$ cat config.mk
export PLATFORM = sky130hd
export DESIGN_NAME = fan_pwm_channel
export DESIGN_NICKNAME = d
export VERILOG_FILES = /design/src/rtl/fpwm_pkg.sv /design/src/rtl/fpwm_prescale.sv /design/src/rtl/fpwm_seq.sv /design/src/rtl/fpwm_shape.sv /design/src/rtl/fan_pwm_channel.sv
export SDC_FILE = /design/constraint.sdc
export NUM_CORES = 1
export LEC_CHECK = 0
export BUFFER_PORTS_ARGS = -buffer_cell sky130_fd_sc_hd__buf_2
export CAP_MARGIN = 20
export CORE_MARGIN = 1
export CORE_UTILIZATION = 58
export CTS_BUF_LIST = sky130_fd_sc_hd__clkbuf_2
export DETAILED_ROUTE_END_ITERATION = 6
export GPL_TIMING_DRIVEN = 0
export PLACE_DENSITY = 0.77
export SYNTH_ARGS = -nofsm -noshare
export SYNTH_HDL_FRONTEND = slang
export SYNTH_HIERARCHICAL = 1
export SYNTH_SLANG_ARGS = --single-unit
$ cat constraint.sdc
create_clock -name clk -period 3.5 [get_ports clk]
set_clock_uncertainty 0.05 [all_clocks]
set_input_delay 0.175 -clock clk [delete_from_list [all_inputs] [get_ports clk]]
set_output_delay 0.175 -clock clk [all_outputs]
set_load 0.01 [all_outputs]
$ cat src/rtl/fpwm_pkg.sv
package fpwm_pkg;
    typedef enum logic [0:0] {ST_IDLE, ST_RUN} fpwm_state_e;

    // control word bit positions
    localparam int CTL_SYNC_DIS = 17;
    localparam int CTL_CLK_EN   = 16;
    localparam int CTL_LEVEL    = 15;
    localparam int CTL_INVERT   = 14;
    localparam int CTL_ODRAIN   = 13;
    localparam int CTL_PIN_EN   = 12;
    localparam int CTL_H_LSB    = 8;
    localparam int CTL_L_LSB    = 0;
    localparam int CTL_W        = CTL_SYNC_DIS + 1;

    // duty word field positions
    localparam int DUTY_PER_LSB  = 24;
    localparam int DUTY_FALL_LSB = 8;
    localparam int DUTY_RISE_LSB = 0;
endpackage

$ cat src/rtl/fpwm_prescale.sv
module fpwm_prescale #(
    parameter int HSEL_W = 4,
    parameter int LDIV_W = 8
) (
    input  logic              clk,
    input  logic              rst_n,
    input  logic              run,
    input  logic [HSEL_W-1:0] hsel,
    input  logic [LDIV_W-1:0] ldiv,
    output logic              tick
);
    localparam int HCNT_W = (1 << HSEL_W) - 1;

    logic [HCNT_W-1:0] hcnt_q;
    logic [HCNT_W-1:0] hmask;
    logic [LDIV_W-1:0] lcnt_q;
    logic              h_tick;

    for (genvar gi = 0; gi < HCNT_W; gi++) begin : g_mask
        assign hmask[gi] = (gi < int'(hsel));
    end

    assign h_tick = &(hcnt_q | ~hmask);
    assign tick   = h_tick && (lcnt_q == ldiv);

    always_ff @(posedge clk or negedge rst_n) begin
        if (!rst_n) begin
            hcnt_q <= '0;
            lcnt_q <= '0;
        end else if (!run) begin
            hcnt_q <= '0;
            lcnt_q <= '0;
        end else begin
            hcnt_q <= hcnt_q + HCNT_W'(1);
            if (h_tick)
                lcnt_q <= (lcnt_q == ldiv) ? '0 : lcnt_q + LDIV_W'(1);
        end
    end
endmodule

$ cat src/rtl/fpwm_seq.sv
module fpwm_seq
    import fpwm_pkg::*;
#(
    parameter int CNT_W = 8
) (
    input  logic             clk,
    input  logic             rst_n,
    input  logic             en_cfg,
    input  logic             sync_dis,
    input  logic             tick,
    input  logic [CNT_W-1:0] new_per,
    input  logic [CNT_W-1:0] new_rise,
    input  logic [CNT_W-1:0] new_fall,
    output logic             running,
    output logic [CNT_W-1:0] pcnt,
    output logic [CNT_W-1:0] act_rise,
    output logic [CNT_W-1:0] act_fall
);
    fpwm_state_e      state_q, state_d;
    logic [CNT_W-1:0] pcnt_q, per_q, rise_q, fall_q;
    logic             wrap;

    assign wrap = tick && (pcnt_q == per_q);

    always_ff @(posedge clk or negedge rst_n) begin
        if (!rst_n) state_q <= ST_IDLE;
        else        state_q <= state_d;
    end

    always_comb begin
        state_d = state_q;
        unique case (state_q)
            ST_IDLE: if (en_cfg)  state_d = ST_RUN;
            ST_RUN:  if (!en_cfg) state_d = ST_IDLE;
            default: state_d = ST_IDLE;
        endcase
    end

    always_ff @(posedge clk or negedge rst_n) begin
        if (!rst_n) begin
            pcnt_q <= '0;
            per_q  <= '0;
            rise_q <= '0;
            fall_q <= '0;
        end else if (state_q == ST_IDLE || !en_cfg) begin
            pcnt_q <= '0;
            per_q  <= new_per;
            rise_q <= new_rise;
            fall_q <= new_fall;
        end else begin
            if (tick)
                pcnt_q <= wrap ? '0 : pcnt_q + CNT_W'(1);
            if (sync_dis || wrap) begin
                per_q  <= new_per;
                rise_q <= new_rise;
                fall_q <= new_fall;
            end
        end
    end

    always_comb begin
        running  = (state_q == ST_RUN);
        pcnt     = pcnt_q;
        act_rise = rise_q;
        act_fall = fall_q;
    end

    assert_idle_zero_R4: assert property (@(posedge clk) disable iff (!rst_n)
        (state_q == ST_IDLE) |-> (pcnt_q == '0));
    assert_wrap_R4: assert property (@(posedge clk) disable iff (!rst_n)
        (state_q == ST_RUN && en_cfg && tick && pcnt_q == per_q) |=> (pcnt_q == '0));
    assert_hold_duty_R10: assert property (@(posedge clk) disable iff (!rst_n)
        (state_q == ST_RUN && en_cfg && !sync_dis && !tick)
        |=> ($stable(per_q) && $stable(rise_q) && $stable(fall_q)));
    assert_fast_duty_R11: assert property (@(posedge clk) disable iff (!rst_n)
        (state_q == ST_RUN && en_cfg && sync_dis) |=> (rise_q == $past(new_rise)));
endmodule

$ cat src/rtl/fpwm_shape.sv
module fpwm_shape #(
    parameter int CNT_W = 8
) (
    input  logic             clk,
    input  logic             rst_n,
    input  logic             running,
    input  logic [CNT_W-1:0] pcnt,
    input  logic [CNT_W-1:0] rise,
    input  logic [CNT_W-1:0] fall,
    input  logic             level,
    input  logic             invert,
    input  logic             pin_en,
    input  logic             odrain,
    output logic             pwm_o,
    output logic             oe_n
);
    logic wave, pin;

    always_comb begin
        if (rise < fall)      wave = (pcnt >= rise) && (pcnt < fall);
        else if (rise > fall) wave = (pcnt >= rise) || (pcnt < fall);
        else                  wave = 1'b0;
        pin = (running ? wave : level) ^ invert;
    end

    always_ff @(posedge clk or negedge rst_n) begin
        if (!rst_n) begin
            pwm_o <= 1'b0;
            oe_n  <= 1'b1;
        end else if (!pin_en) begin
            pwm_o <= pin;
            oe_n  <= 1'b1;
        end else if (odrain) begin
            pwm_o <= 1'b0;
            oe_n  <= pin;
        end else begin
            pwm_o <= pin;
            oe_n  <= 1'b0;
        end
    end

    assert_od_low_R9: assert property (@(posedge clk) disable iff (!rst_n)
        (pin_en && odrain) |=> (pwm_o == 1'b0));
    assert_hiz_R9: assert property (@(posedge clk) disable iff (!rst_n)
        !pin_en |=> oe_n);
endmodule

$ cat src/rtl/fan_pwm_channel.sv
module fan_pwm_channel
    import fpwm_pkg::*;
#(
    parameter int CNT_W  = 8,
    parameter int HSEL_W = 4,
    parameter int LDIV_W = 8,
    parameter int WORD_W = 32
) (
    input  logic              clk,
    input  logic              rst_n,
    input  logic              cfg_we,
    input  logic              cfg_sel,
    input  logic [WORD_W-1:0] cfg_wdata,
    output logic              pwm_o,
    output logic              pwm_oe_n
);
    logic [CTL_W-1:0] ctrl_q;
    logic [CNT_W-1:0] per_q, rise_q, fall_q;
    logic             en_cfg, tick, running;
    logic [CNT_W-1:0] pcnt, act_rise, act_fall;
    logic             unused_wdata;

    assign unused_wdata = ^{cfg_wdata[WORD_W-1:CTL_W],
                            cfg_wdata[DUTY_PER_LSB-1:DUTY_FALL_LSB+CNT_W]};

    always_ff @(posedge clk or negedge rst_n) begin
        if (!rst_n) begin
            ctrl_q <= '0;
            per_q  <= '0;
            rise_q <= '0;
            fall_q <= '0;
        end else if (cfg_we) begin
            if (cfg_sel) begin
                per_q  <= cfg_wdata[DUTY_PER_LSB  +: CNT_W];
                fall_q <= cfg_wdata[DUTY_FALL_LSB +: CNT_W];
                rise_q <= cfg_wdata[DUTY_RISE_LSB +: CNT_W];
            end else begin
                ctrl_q <= cfg_wdata[CTL_W-1:0];
            end
        end
    end

    assign en_cfg = ctrl_q[CTL_CLK_EN] && ctrl_q[CTL_PIN_EN] && (|{per_q, rise_q, fall_q});

    fpwm_prescale #(.HSEL_W(HSEL_W), .LDIV_W(LDIV_W)) u_pre (
        .clk   (clk),
        .rst_n (rst_n),
        .run   (running),
        .hsel  (ctrl_q[CTL_H_LSB +: HSEL_W]),
        .ldiv  (ctrl_q[CTL_L_LSB +: LDIV_W]),
        .tick  (tick)
    );

    fpwm_seq #(.CNT_W(CNT_W)) u_seq (
        .clk      (clk),
        .rst_n    (rst_n),
        .en_cfg   (en_cfg),
        .sync_dis (ctrl_q[CTL_SYNC_DIS]),
        .tick     (tick),
        .new_per  (per_q),
        .new_rise (rise_q),
        .new_fall (fall_q),
        .running  (running),
        .pcnt     (pcnt),
        .act_rise (act_rise),
        .act_fall (act_fall)
    );

    fpwm_shape #(.CNT_W(CNT_W)) u_shape (
        .clk     (clk),
        .rst_n   (rst_n),
        .running (running),
        .pcnt    (pcnt),
        .rise    (act_rise),
        .fall    (act_fall),
        .level   (ctrl_q[CTL_LEVEL]),
        .invert  (ctrl_q[CTL_INVERT]),
        .pin_en  (ctrl_q[CTL_PIN_EN]),
        .odrain  (ctrl_q[CTL_ODRAIN]),
        .pwm_o   (pwm_o),
        .oe_n    (pwm_oe_n)
    );

    assert_off_level_R12: assert property (@(posedge clk) disable iff (!rst_n)
        (!running && ctrl_q[CTL_PIN_EN] && !ctrl_q[CTL_ODRAIN])
        |=> (pwm_o == $past(ctrl_q[CTL_LEVEL] ^ ctrl_q[CTL_INVERT])));
endmodule

==> results of run 1 <==
cells in the mapped netlist, types with 5 or more instances:
library cell / count
o22ai_1: 8
nand2b_1: 6
nand4_1: 8
mux2_2: 55
buf_6: 7
xor2_1: 26
nand2_1: 21
and2_1: 19
o211ai_1: 7
inv_1: 21
mux2_4: 12
nor3_1: 8
xnor2_1: 8
nand3b_1: 5
nor4_1: 9
nand3_1: 16
a21oi_1: 14
ha_1: 26
and3_1: 5
nor2_1: 11
o21ai_0: 5
dfrtp_1: 99
worst paths after layout:
check                                 from           endpoint  slack, ns  depth (start not counted)
max                             ctrl_q[10]      u_seq/pcnt[0]       0.40                         11
min                                  rst_n          rise_q[7]       0.06                          2
max reg2reg                     ctrl_q[10]      u_seq/pcnt[0]       0.40                         11
min reg2reg                u_pre/hcnt_q[0]    u_pre/hcnt_q[0]       0.48                          1
max in group asynchronous            rst_n  u_seq/act_rise[2]       2.63                          3
min in group clk             cfg_wdata[26]           per_q[2]       0.30                          3
routing by layer:
layer	part of all wire	GRT usage
met1	0.46	0.329
met5	0	0
met3	0.040	0.0501
met2	0.48	0.415
met4	0.020	0.0792
what timing repair did:
| item | 4_1_cts | 5_1_grt |
|---|---|---|
| setup buffers | 0 | 0 |
| hold endpoints to repair | 135 | 0 |
| hold buffers | 30 | 0 |
power by group:
part           total, mW  switching [mW]  internal, mW
registers           1.41           0.123          1.29
clock network      0.534           0.419         0.114
logic              0.518           0.239         0.279
cell families (layout without fill, tap and decap cells):
logic type / Yosys count / after routing / synth area share
AOI/OAI and AO/OA: 60 / 60 / 0.0815
and+or+nand+nor: 129 / 129 / 0.144
buffers and inverters: 35 / 113 / 0.0407
muxes: 69 / 69 / 0.153
xor gates and xnor gates: 34 / 34 / 0.0554
DFF: 100 / 100 / 0.466
adders and majority gates: 26 / 26 / 0.0605
per-stage QoR:
step / instance area (um2) / setup slack, ns / std cells / util
6_report: 6110 / 0.401 / 639 / 0.690
5_1_grt: 6110 / 0.0572 / 639 / 0.690
4_1_cts: 6110 / 0.450 / 639 / 0.690
3_5_place_dp: 5700 / 0.520 / 593 / 0.644
3_3_place_gp: 5670 / 0.554 / 592 / 0.640
2_1_floorplan: 5380 / 1.08 / 453 / -
flip-flops by register name (all words and copies together), names as in the netlist, 8 cells and up:
name            flops
u_seq/per_q         8
per_q               8
rise_q              8
u_pre/lcnt_q        8
u_pre/hcnt_q       15
u_seq/pcnt          8
fall_q              8
u_seq/act_rise      8
ctrl_q             18
u_seq/act_fall      8
layout make-up:
class,count,share of cell area
Timing Repair Buffer,62,0.0795
Sequential cell,100,0.410
Clock buffer,9,0.00737
Buffer,14,0.0229
Tap cell,108,0.0221
Inverter,21,0.0129
Clock inverter,7,0.0111
Multi-Input combinational cell,318,0.434
placed cells by master (no fill, tap or decap), drive strengths merged, types with 2 or more instances in the layout:
master	instances
a31oi	3
nand3b	5
ha	26
o21a	2
o211ai	7
nand2b	7
mux2	68
nand4	8
a21oi	15
o21ai	5
and2	19
or3b	2
dlygate4sd3	30
nor2b	4
o32ai	3
inv	25
o22ai	8
nor2	11
xnor2	8
buf	42
nand3	16
dfrtp	99
a21boi	3
o2111ai	2
clkbuf	13
nor3	8
clkinv	2
and3	6
xor2	26
nand2	24
a2111oi	2
nor4	10
a211oi	3
nor3b	2
and4	3
critical path, stage by stage (launching register included):
cell and delay [ns]:
dfrtp_1 0.46, buf_6 0.15, nor3b_2 0.16, o211ai_1 0.11, a32oi_1 0.23, nand4_1 0.24, buf_2 0.25, nor2_1 0.34
clkbuf_1 0.40, inv_1 0.15, a311o_2 0.38, a21oi_1 0.14
==> flow_metrics.py, run 1 <==
metrics = {
    "logic_synthesis": {
        "synth_top_area_cell": "dfrtp_1",
        "synth_area_um2": 5380,
        "synth_area_leaders": "dfrtp_1, mux2_2, ha_1, xor2_1, mux2_4",
        "ys_async_sr_fraction": 1.00,
        "synth_ff_type": "dfrtp_1",
        "ys_seq_area_frac": 0.466,
        "yosys_warnings": 6,
        "synth_edf_count": 0,
        "synth_cells": 453,
        "ys_ff_latch": 100,
        "yosysUniqueCellTypes": 63,
        "syn-num-nets": 515,
        "synth_top_area_share": 0.461,
        "avgSynthCellArea_um2": 11.9,
    },
    "floorplan": {
        "die_width_um": 98.3,
        "die_y_um": 98.3,
        "num_rows": 34,
        "io_pins": 38,
        "dieArea_um2": 9660,
        "initial_utilization": 0.608,
        "coreArea_um2": 8850,
    },
    "sta": {
        "hold_viol": 0,
        "maxSlewHeadroom": 0.597,
        "fin_crit_ns": 3.10,
        "grt_setup_unrepaired": "false",
        "setup_tns_ns": 0,
        "setup_violations": 0,
        "layout_worst_path_cycle_share": 0.885,
        "clock.fmax_mhz": 323,
        "hold-worst-slack_ns": 0.0586,
        "slew_violations": 0,
        "worst_pin_slew_ns": 0.604,
    },
    "route": {
        "drc_errors": 0,
        "wl_um": 11300,
        "dr.pass1.iters": 4,
        "vias": 3805,
        "drtIter0Drc": 185,
        "ant_nets": 0,
        "wl_per_cell_um": 17.6,
        "avgViaCountPerCell": 5.95,
    },
    "global_routing": {
        "grt_usage": 0.249,
        "grt_max_degree": 57,
        "grt_antenna_before_repair": 0,
        "grt_pass1_vias": 3802,
        "grt_pass1_wl_um": 18700,
        "grt_overflow_total": 0,
    },
    "worst_setup_path": {
        "path_class": "register to register",
        "end_kind": "register",
        "required_ns": 3.96,
        "critical_path.max_fanout": 10,
        "start_kind": "register",
        "critPathArrivalTime_ns": 3.56,
    },
    "finish": {
        "area_delta_synth_final_pct": 13.6,
        "diodes": 0,
        "multi_input_area_um2": 2650,
        "fin_nets": 588,
        "seq_area_um2": 2500,
        "num-fill-cells": 670,
        "drive_above_1_share": 0.269,
    },
    "outcome": {
        "status": "complete, no violations",
    },
    "hold_path": {
        "hp-class": "input pin to asynchronous set/reset pin",
    },
    "clock_network": {
        "clkSinkCount": 100,
        "path_clk_slew_ns": 0.31,
        "cts_resized": 0,
        "htree_levels": 3,
        "numCtsBuffers": 9,
        "cts.path.max_buffers": 2,
        "cts_root_buf": "clkbuf_2",
        "clkLatencyLatePin_ns": 0.57,
        "cts_tree": "built",
    },
    "pwr": {
        "p_leak_nw": 2.77,
        "power-per-cell-area_nw_per_um2": 403,
        "total_power_mw": 2.46,
        "ir_drop_v": 0.000268,
    },
    "placement": {
        "hpwl_um": 7910,
        "io_buffers": 31,
        "place_congestion": 0.840,
    },
    "job": {
        "max-cap-violations": 0,
    },
}
Power figures use the tool's default switching activity.
==> run 2, diff against run 1 <==
CORE_MARGIN = 5   (was 1)
==> run 2 against run 1 <==
Worst hold slack improved by 0.017 ns. First-iteration DRC count grew 36%. Sequential share of layout area down 0.17 points. Critical endpoint unchanged. Critical path depth stayed put. Clock power increased by 9.6%. Setup slack got worse by 0.037 ns. Sequential power hardly changed. Combinational power about the same. Highest routed layer unchanged. Routed wire length fell by 0.20%. Count of clock-buffer cells in the layout is the same.
==> flow_metrics.py, run 2 (synthesis gave the netlist of run 1 again) <==
metrics = {
    "pwr": {
        "ir_drop_v": 0.000354,
        "pwr-share-clk": 0.233,
        "pwr-share-seq": 0.561,
        "p_leak_nw": 2.78,
        "power-per-cell-area_nw_per_um2": 409,
        "intPower_mw": 1.75,
        "switching_share": 0.304,
        "total_power_mw": 2.51,
        "power_frac_comb": 0.205,
        "p_sw_mw": 0.762,
    },
    "clock_network": {
        "numCtsBuffers": 9,
        "cts_tree": "built",
        "clkLatencyLatePin_ns": 0.58,
        "cts_root_buf": "clkbuf_2",
        "path_clk_slew_ns": 0.27,
        "cts_resized": 0,
        "htree_levels": 3,
        "cts.path.max_buffers": 2,
        "clkSinkCount": 100,
    },
    "sta": {
        "hold_viol": 0,
        "setup_violations": 0,
        "hold-worst-slack_ns": 0.0755,
        "grt_setup_unrepaired": "false",
        "maxSlewHeadroom": 0.556,
        "fin_crit_ns": 3.14,
        "clock.fmax_mhz": 319,
        "layout_worst_path_cycle_share": 0.896,
        "worst_pin_slew_ns": 0.665,
        "worst_slack_ns": 0.363,
        "slew_violations": 0,
        "setup_tns_ns": 0,
    },
    "global_routing": {
        "grt_overflow_total": 0,
        "grt_usage": 0.217,
        "grt_max_degree": 53,
        "grt_pass1_vias": 3914,
        "grt_pass1_wl_um": 19500,
        "grt_antenna_before_repair": 0,
    },
    "finish": {
        "drive_above_1_share": 0.269,
        "layout_commonest_cell": "dfrtp_1",
        "num-fill-cells": 671,
        "layout_common_cells": "dfrtp_1, mux2_2, dlygate4sd3_1, buf_2",
        "largest_reg_flops": 18,
        "area_delta_synth_final_pct": 14.1,
        "fin_nets": 589,
        "seq_area_um2": 2500,
        "multi_input_area_um2": 2650,
        "largestRegisters": "ctrl_q (18), u_pre/hcnt_q (15)",
        "finalNonFillerCells": 643,
        "diodes": 0,
        "postLayoutCellArea_um2": 6130,
        "final_util": 0.670,
        "regMostFlops": "ctrl_q",
    },
    "placement": {
        "pre_cts_ws_ns": 0.450,
        "place_congestion": 0.896,
        "hpwl_um": 8140,
        "placed_cells": 596,
        "io_buffers": 31,
        "dpl_cell_area_um2": 5700,
    },
    "worst_setup_path": {
        "end_kind": "register",
        "path_class": "register to register",
        "critical_path.max_fanout": 10,
        "critPathArrivalTime_ns": 3.62,
        "required_ns": 3.98,
        "start_kind": "register",
    },
    "hold_path": {
        "hp-class": "input pin to asynchronous set/reset pin",
    },
    "route": {
        "dr.pass1.iters": 7,
        "vias": 3770,
        "drtIter0Drc": 252,
        "drc_errors": 0,
        "wl_per_cell_um": 17.5,
        "ant_nets": 0,
        "avgViaCountPerCell": 5.86,
        "wl_um": 11200,
    },
    "outcome": {
        "status": "complete, no violations",
    },
    "floorplan": {
        "initial_utilization": 0.587,
        "die_y_um": 106,
        "die_width_um": 106,
        "coreArea_um2": 9150,
        "dieArea_um2": 11300,
        "num_rows": 35,
        "io_pins": 38,
    },
    "job": {
        "max-cap-violations": 0,
    },
}
==> run 2: changes by cell type in the layout (fill, tap and decap cells not counted) <==
cell	before	now
dlygate4sd3_1	30	31
clkinvlp_4	1	0
bufinv_16	0	1
clkinv_8	1	0
clkinv_2	0	1
==> run 2: worst max-delay path, cell delays in order (launching register included) <==
cell and delay, ns:
dfrtp_1 0.46, buf_6 0.15, nor3b_2 0.17, o211ai_1 0.11, a32oi_1 0.24, nand4_1 0.28, buf_2 0.28, nor2_1 0.30
clkbuf_1 0.38, inv_1 0.14, a311o_2 0.38, a21oi_1 0.14
==> run 2: power by group through the flow <==
stage	Clock, mW	Sequential (mW)	Combinational, mW
after detailed placement	0	1.43	0.483
after global routing	0.655	1.43	0.571
after global placement	0	1.42	0.454
after CTS	0.606	1.41	0.515
final	0.585	1.41	0.515
after floorplan	0	1.39	0.357
==> run 2: cell type report <==
cell class	count	area share
clock buffer	9	0.00734
tap	111	0.0226
timing repair buffer	63	0.0808
buffer	14	0.0228
sequential	100	0.408
multi-input combinational	318	0.433
clock inverter	7	0.0128
inverter	21	0.0128
==> run 2: path summary, 6_finish.rpt <==
check                           startpoint              end  slack [ns]  depth (start not counted)
max                             ctrl_q[10]    u_seq/pcnt[0]        0.36                         11
min                                  rst_n    u_seq/pcnt[2]        0.08                          2
max reg2reg                     ctrl_q[10]    u_seq/pcnt[0]        0.36                         11
min reg2reg                u_pre/hcnt_q[0]  u_pre/hcnt_q[0]        0.48                          1
max in group asynchronous            rst_n  u_pre/hcnt_q[6]        2.67                          3
min in group clk             cfg_wdata[25]         per_q[1]        0.28                          3
==> run 2: layer usage <==
layer	global-route usage	routed length, um	up-vias
met2	0.366	5620	73
met5	0	0	-
met4	0.0481	97	0
met3	0.0425	478	9
li1	-	-	1782
met1	0.291	5030	1906
==> run 2: repair_timing <==
item,4_1_cts,5_1_grt
endpoints found under the setup margin,0,0
endpoints found under the hold margin,133,0
hold buffers,31,0
buffers inserted,0,0
